<file path="config.mk">
export PLATFORM = sky130hd
export DESIGN_NAME = tx_session_ctrl
export DESIGN_NICKNAME = d
export VERILOG_FILES = /design/src/rtl/tx_sess_pkg.sv /design/src/rtl/tx_tick_div.sv /design/src/rtl/tx_sat_cnt.sv /design/src/rtl/tx_seed_pick.sv /design/src/rtl/tx_session_ctrl.sv
export SDC_FILE = /design/constraint.sdc
export NUM_CORES = 1
export LEC_CHECK = 0
export CAP_MARGIN = 15
export CELL_PAD_IN_SITES_DETAIL_PLACEMENT = 0
export CELL_PAD_IN_SITES_GLOBAL_PLACEMENT = 1
export CORE_ASPECT_RATIO = 1.4
export CORE_MARGIN = 2
export CORE_UTILIZATION = 40
export CTS_BUF_LIST = sky130_fd_sc_hd__clkbuf_4 sky130_fd_sc_hd__clkbuf_8
export DETAILED_ROUTE_END_ITERATION = 8
export HOLD_SLACK_MARGIN = 0.1
export PLACE_DENSITY = 0.85
export SLEW_MARGIN = 20
export SYNTH_ARGS = -nofsm -noshare
export SYNTH_HDL_FRONTEND = slang
export SYNTH_SLANG_ARGS = --single-unit
</file>
<file path="constraint.sdc">
create_clock -name clk -period 7.9 [get_ports clk]
set_input_delay 1.975 -clock clk [delete_from_list [all_inputs] [get_ports clk]]
set_output_delay 1.975 -clock clk [all_outputs]
set_load 0.01 [all_outputs]
</file>
<file path="src/rtl/tx_sess_pkg.sv">
package tx_sess_pkg;

    localparam int NBTN = 4;

    typedef enum logic [2:0] {
        ST_IDLE,
        ST_LEAD,
        ST_XMIT,
        ST_QWAIT,
        ST_SLEEP
    } sess_state_e;

    typedef enum logic [1:0] {
        SEED_OFF      = 2'b00,
        SEED_LIMITED  = 2'b01,
        SEED_FULL     = 2'b10,
        SEED_IMM_ONLY = 2'b11
    } seed_mode_e;

    typedef struct packed {
        logic [1:0] timeout;
        logic [1:0] min_words;
        seed_mode_e seed_mode;
        logic       seed_alt;
    } sess_cfg_t;

    function automatic logic [3:0] min_word_count(input logic [1:0] sel);
        return 4'd1 << sel;
    endfunction

    function automatic logic [5:0] timeout_units(input logic [1:0] sel);
        case (sel)
            2'b01:   return 6'd1;
            2'b10:   return 6'd4;
            2'b11:   return 6'd32;
            default: return 6'd0;
        endcase
    endfunction

    function automatic logic [NBTN-1:0] imm_seed_combo(input logic alt);
        return alt ? 4'b1001 : 4'b0101;
    endfunction

    function automatic logic [NBTN-1:0] dly_seed_combo(input logic alt);
        return alt ? 4'b0011 : 4'b0001;
    endfunction

    function automatic logic [2:0] dly_seed_units(input logic alt);
        return alt ? 3'd4 : 3'd2;
    endfunction

    function automatic logic [1:0] sat_inc2(input logic [1:0] v);
        return (v == 2'b11) ? v : v + 2'd1;
    endfunction

endpackage

</file>
<file path="src/rtl/tx_tick_div.sv">
module tx_tick_div #(
    parameter int PERIOD = 16
) (
    input  logic clk,
    input  logic rst,
    input  logic clr,
    input  logic en,
    output logic wrap
);
    localparam int W = $clog2(PERIOD + 1);
    localparam logic [W-1:0] LAST = W'(PERIOD - 1);

    logic [W-1:0] cnt;

    assign wrap = en && (cnt == LAST);

    always_ff @(posedge clk) begin
        if (rst || clr) begin
            cnt <= '0;
        end else if (en) begin
            cnt <= (cnt == LAST) ? '0 : cnt + 1'b1;
        end
    end
endmodule

</file>
<file path="src/rtl/tx_sat_cnt.sv">
module tx_sat_cnt #(
    parameter int W = 8
) (
    input  logic         clk,
    input  logic         rst,
    input  logic         clr,
    input  logic         inc,
    output logic [W-1:0] value
);
    always_ff @(posedge clk) begin
        if (rst || clr) begin
            value <= '0;
        end else if (inc && (value != {W{1'b1}})) begin
            value <= value + 1'b1;
        end
    end
endmodule

</file>
<file path="src/rtl/tx_seed_pick.sv">
module tx_seed_pick
    import tx_sess_pkg::*;
(
    input  logic [NBTN-1:0] btn,
    input  logic [NBTN-1:0] cur_btn,
    input  sess_cfg_t       cfg,
    input  logic [15:0]     sync_cnt,
    input  logic [2:0]      units,
    output logic            imm_seed,
    output logic            dly_seed
);
    logic young;
    logic imm_allow;
    logic dly_allow;

    always_comb begin
        young     = (sync_cnt[15:7] == '0);
        imm_allow = 1'b0;
        dly_allow = 1'b0;
        case (cfg.seed_mode)
            SEED_LIMITED: begin
                imm_allow = young;
                dly_allow = young;
            end
            SEED_FULL: begin
                imm_allow = 1'b1;
                dly_allow = 1'b1;
            end
            SEED_IMM_ONLY: imm_allow = 1'b1;
            default: ;
        endcase
        imm_seed = imm_allow && (btn == imm_seed_combo(cfg.seed_alt));
        dly_seed = dly_allow && (btn == cur_btn)
                 && (cur_btn == dly_seed_combo(cfg.seed_alt))
                 && (units >= dly_seed_units(cfg.seed_alt));
    end
endmodule

</file>
<file path="src/rtl/tx_session_ctrl.sv">
module tx_session_ctrl
    import tx_sess_pkg::*;
#(
    parameter int UNIT_TICKS   = 8000,
    parameter int QWIN_TICKS   = 20000,
    parameter int SAMPLE_TICKS = 64
) (
    input  logic        clk,
    input  logic        rst,
    input  logic        tick,
    input  logic [3:0]  btn,
    input  logic        word_done,
    input  logic [1:0]  cfg_timeout,
    input  logic [1:0]  cfg_min_words,
    input  logic [1:0]  cfg_seed_mode,
    input  logic        cfg_seed_alt,
    input  logic [15:0] sync_cnt,
    output logic        rf_en,
    output logic        word_start,
    output logic        word_abort,
    output logic        word_seed,
    output logic [3:0]  word_func,
    output logic        sync_inc,
    output logic [1:0]  queue_bits,
    output logic [1:0]  time_bits,
    output logic        asleep
);
    localparam int TO_MAX = 32 * UNIT_TICKS;
    localparam int TO_W   = $clog2(TO_MAX + 1);
    localparam int QW_W   = $clog2(QWIN_TICKS + 1);

    sess_cfg_t       cfg;
    sess_state_e     st;
    logic [NBTN-1:0] cur_btn;
    logic            released;
    logic [3:0]      words_sent;
    logic            seed_now;
    logic [1:0]      queue;

    logic [TO_W-1:0] to_cnt;
    logic [TO_W-1:0] to_limit;
    logic            to_hit;
    logic [2:0]      units;
    logic            unit_wrap;
    logic [QW_W-1:0] qwin_cnt;
    logic            qwin_done;
    logic            samp_wrap;
    logic            in_session;
    logic            btn_any;
    logic            imm_seed;
    logic            dly_seed;
    logic            activate;
    logic            go_abort;
    logic [1:0]      act_queue;
    logic            stop_now;

    assign cfg = '{timeout: cfg_timeout, min_words: cfg_min_words,
                   seed_mode: seed_mode_e'(cfg_seed_mode), seed_alt: cfg_seed_alt};

    assign in_session = (st == ST_LEAD) || (st == ST_XMIT);
    assign btn_any    = (btn != '0);

    // Session time-out: ticks since activation
    tx_sat_cnt #(.W(TO_W)) u_to_cnt (
        .clk(clk), .rst(rst), .clr(activate),
        .inc(tick && in_session), .value(to_cnt)
    );

    assign to_limit = TO_W'(timeout_units(cfg.timeout)) * TO_W'(UNIT_TICKS);
    assign to_hit   = (cfg.timeout != 2'b00) && (to_cnt >= to_limit);

    // Hold duration in units
    tx_tick_div #(.PERIOD(UNIT_TICKS)) u_unit_div (
        .clk(clk), .rst(rst), .clr(activate),
        .en(tick && in_session && btn_any), .wrap(unit_wrap)
    );

    tx_sat_cnt #(.W(3)) u_units (
        .clk(clk), .rst(rst), .clr(activate),
        .inc(unit_wrap), .value(units)
    );

    // Repeat window after the last word, with its sampling strobe
    tx_sat_cnt #(.W(QW_W)) u_qwin (
        .clk(clk), .rst(rst), .clr(st != ST_QWAIT),
        .inc(tick && (st == ST_QWAIT)), .value(qwin_cnt)
    );

    assign qwin_done = (qwin_cnt >= QW_W'(QWIN_TICKS));

    tx_tick_div #(.PERIOD(SAMPLE_TICKS)) u_samp_div (
        .clk(clk), .rst(rst), .clr(st != ST_QWAIT),
        .en(tick && (st == ST_QWAIT)), .wrap(samp_wrap)
    );

    tx_seed_pick u_seed (
        .btn(btn), .cur_btn(cur_btn), .cfg(cfg), .sync_cnt(sync_cnt),
        .units(units), .imm_seed(imm_seed), .dly_seed(dly_seed)
    );

    // Activation decisions
    always_comb begin
        activate  = 1'b0;
        go_abort  = 1'b0;
        act_queue = 2'b00;
        stop_now  = (released || !btn_any)
                  && (words_sent >= min_word_count(cfg.min_words));
        case (st)
            ST_IDLE: activate = btn_any;
            ST_QWAIT: begin
                if (samp_wrap && btn_any) begin
                    activate  = 1'b1;
                    act_queue = (btn == cur_btn) ? sat_inc2(queue) : 2'b00;
                end
            end
            ST_XMIT: begin
                if (!to_hit) begin
                    if (released ? btn_any : ((btn & ~cur_btn) != '0)) begin
                        activate  = 1'b1;
                        go_abort  = 1'b1;
                        act_queue = (released && (btn == cur_btn))
                                  ? sat_inc2(queue) : 2'b00;
                    end
                end
            end
            default: ;
        endcase
    end

    // Session state
    always_ff @(posedge clk) begin
        if (rst) begin
            st         <= ST_IDLE;
            cur_btn    <= '0;
            released   <= 1'b0;
            words_sent <= '0;
            seed_now   <= 1'b0;
            queue      <= 2'b00;
            word_start <= 1'b0;
            word_abort <= 1'b0;
            sync_inc   <= 1'b0;
        end else begin
            word_start <= 1'b0;
            word_abort <= go_abort;
            sync_inc   <= 1'b0;
            if (activate) begin
                st         <= ST_LEAD;
                cur_btn    <= btn;
                queue      <= act_queue;
                words_sent <= '0;
                released   <= 1'b0;
                seed_now   <= imm_seed;
                sync_inc   <= !imm_seed;
            end else begin
                case (st)
                    ST_LEAD: begin
                        st         <= ST_XMIT;
                        word_start <= 1'b1;
                        if (words_sent != 4'hF) words_sent <= words_sent + 4'd1;
                        if (dly_seed) seed_now <= 1'b1;
                    end
                    ST_XMIT: begin
                        if (to_hit) begin
                            word_abort <= 1'b1;
                            st         <= ST_SLEEP;
                        end else begin
                            if (!btn_any) released <= 1'b1;
                            if (word_done) st <= stop_now ? ST_QWAIT : ST_LEAD;
                        end
                    end
                    ST_QWAIT: begin
                        if (qwin_done) begin
                            st    <= ST_IDLE;
                            queue <= 2'b00;
                        end
                    end
                    ST_SLEEP: begin
                        queue <= 2'b00;
                        if (!btn_any) st <= ST_IDLE;
                    end
                    default: st <= ST_IDLE;
                endcase
            end
        end
    end

    assign rf_en      = in_session;
    assign asleep     = (st == ST_SLEEP);
    assign word_seed  = seed_now;
    assign word_func  = seed_now ? 4'hF : cur_btn;
    assign queue_bits = queue;
    assign time_bits  = (units >= 3'd3) ? 2'b11 : units[1:0];

endmodule

</file>
==> flow_summary.toml <==
[outcome]
outcome = "complete, no violations"

[cells_and_area]
final_nets = 625
multi_input_area_um2 = 2610
n_fill_cell = 1001
drive_above_1_share = 0.0558
final-seq-area_um2 = 1480
syn_to_final_growth_pct = 16.4
num_antenna_cells = 0
final_area_um2 = 5000

[place]
postPlaceCellArea_um2 = 4780
portBuffers = 37
place_congestion = 0.798
dp_hpwl_um = 7010

[sta]
tightest_slew_ns = 1.05
skew_ns = 0.0112
rsz0062_at_grt = "no"
setup-violations-final = 0
fin_setup_tns_ns = 0
drv_slew = 0
max_freq_mhz = 174
fin_crit_sh = 0.726
fin_hold_ws_ns = 0.478
hold_viol = 0
min_period_ns = 5.74
slew-limit-headroom = 0.294

[synth]
syn_area_um2 = 4290
synth_cells = 515
ys_top_cells_by_count = "80 x nor2_1, 74 x dfxtp_1, 41 x ha_1"
synth.area.top_cells = "dfxtp_1 34%, ha_1 12%, nor2_1 7.0%, xor2_1 5.1%, xnor2_1 4.5%"
yosysWarnings = 0
synth_cell_type_count = 52
synth_fp_nets = 588
synth-seq-cells = 74
async_flop_share = 0
syn_area_per_cell_um2 = 8.34
synth_top_cell_by_area = "dfxtp_1"
yosysMostFrequentCell = "nor2_1"
synth_top_area_frac = 0.345
ys_seq_area_frac = 0.345
synthFlopType = "dfxtp_1"
synth_edf_count = 0

[cts]
cts_buffers = 9
cts_tree = "built"
clock_sinks = 74
clk_pin_slew_ns = 0.07
cts-resized-gates = 0
postCtsSetupBuffers = 0
cts_root_buf = "clkbuf_8"
cts_max_path_buffers = 2
holdBufCountCts = 0
insertion_delay_ns = 0.36
ctsHtreeMaxLevel = 3

[routing]
drt-vias-per-instance = 5.31
routed.top_layer = "met4"
via_count = 3684
wl_met3_um = 304
wl_um = 9270
drc = 0
drt_iter0_drc = 163
ant_nets = 0
drt_pass1_iterations = 4
wl_met2_um = 4700
wl_met1_um = 4080
wire_per_inst_um = 13.4

[floorplanning]
core_area_um2 = 10400
dieHeight_um = 127
die_width_um = 91.6
rows = 44
initial_core_util = 0.413
boundaryPins = 45
dieArea_um2 = 11600

[global_routing]
grt.total_usage = 0.169
grt_overflow = 0
grt_pass1_vias = 3679
antenna_found_initial = 0
grt_pass1_wl_um = 16200
grt_start_max_net_pins = 26

[hold_path]
hold_class = "flop to flop"
hp-start = "u_unit_div.cnt[1]$_SDFFE_PP0P_"

[pwr]
finalPower_mw = 0.810
ir_worst_vdd_v = 0.0000798
power-per-cell-area_nw_per_um2 = 162
leakage_nw = 1.81

[setup_path]
reg2reg_from = "u_samp_div.cnt[0]$_SDFFE_PP0P_"
crit_path_max_fanout = 25
crit_type = "primary input to flop"
crit_start = "cfg_timeout[1]"
r2r_slack_ns = 5.16
cp_data_required_time_ns = 8.14
critPathArrivalTime_ns = 5.98
worst_setup_path_end_kind = "flop"
start_kind = "primary input"

[flow_run]
cap_violations = 0
## area by class of cell
class / count / share of cell area
multi-input combinational: 393 / 0.522
timing repair buffer: 39 / 0.0771
clock buffer: 9 / 0.0248
sequential: 74 / 0.296
clock inverter: 6 / 0.0185
inverter: 35 / 0.0263
tap: 138 / 0.0345
## per-stage QoR
stage          std cells  utilization  worst slack (ns)
3_5_place_dp         679        0.460              1.79
4_1_cts              694        0.480              2.13
3_3_place_gp         679        0.460              1.86
2_1_floorplan        515            -              2.98
5_1_grt              694        0.480              1.83
6_report             694        0.480              2.16
## kinds of logic after synthesis
group	synth area share
multiplexers	0.0163
AO/OA/AOI/OAI	0.105
AND/OR/NAND/NOR	0.267
flip-flops	0.345
buffers and inverters	0.0469
XOR/XNOR	0.0959
adder cells (fa/ha/maj)	0.124
## final timing paths
kind,end,cells past startpoint
max,u_unit_div.cnt[9]$_SDFFE_PP0P_,16
min,u_unit_div.cnt[1]$_SDFFE_PP0P_,2
max reg2reg,u_unit_div.cnt[9]$_SDFFE_PP0P_,8
min reg2reg,u_unit_div.cnt[1]$_SDFFE_PP0P_,2
## state kept, by name (all words and copies together) (netlist names)
name,cells
u_to_cnt.value,18
word_start,1
word_abort,1
u_units.value,3
cur_btn,4
released,1
u_unit_div.cnt,13
words_sent,4
queue_bits,2
u_samp_div.cnt,7
sync_inc,1
st,3
u_qwin.value,15
word_seed,1
## placed cells by master (no fill, tap or decap), types with 8 or more instances in the layout
cell type	instances
nor2_1	80
dfxtp_1	74
ha_1	41
clkdlybuf4s50_1	37
inv_1	35
nand2_1	34
xor2_1	25
a21oi_1	25
xnor2_1	22
nand4_1	21
nor3_1	20
nand3_1	19
o21ai_0	11
nor4_1	11
clkbuf_8	9
or3_1	8
## report_power, final
part	internal [mW]	total (mW)	switching, mW
Clock	0.177	0.325	0.148
Combinational	0.0473	0.101	0.0538
Sequential	0.378	0.384	0.00599
## critical path, cell delays in order
cell and delay [ns]:
clkdlybuf4s50_1 0.45, inv_1 0.11, ha_1 0.24, nand2_1 0.11, fa_1 0.50, inv_1 0.05
ha_1 0.28, xor2_1 0.17, ha_1 0.29, a21oi_1 0.13, o21ai_0 0.11, a21oi_1 0.30
a311o_1 0.55, buf_4 0.37, a21o_1 0.25, nor2_1 0.08
## layer usage
metal  track usage  up-vias
met2         0.302       53
met3        0.0315       15
met5             0        -
li1              -     1866
met1         0.197     1750
met4        0.0695        0
No activity file was read; power rests on OpenSTA's default activity.
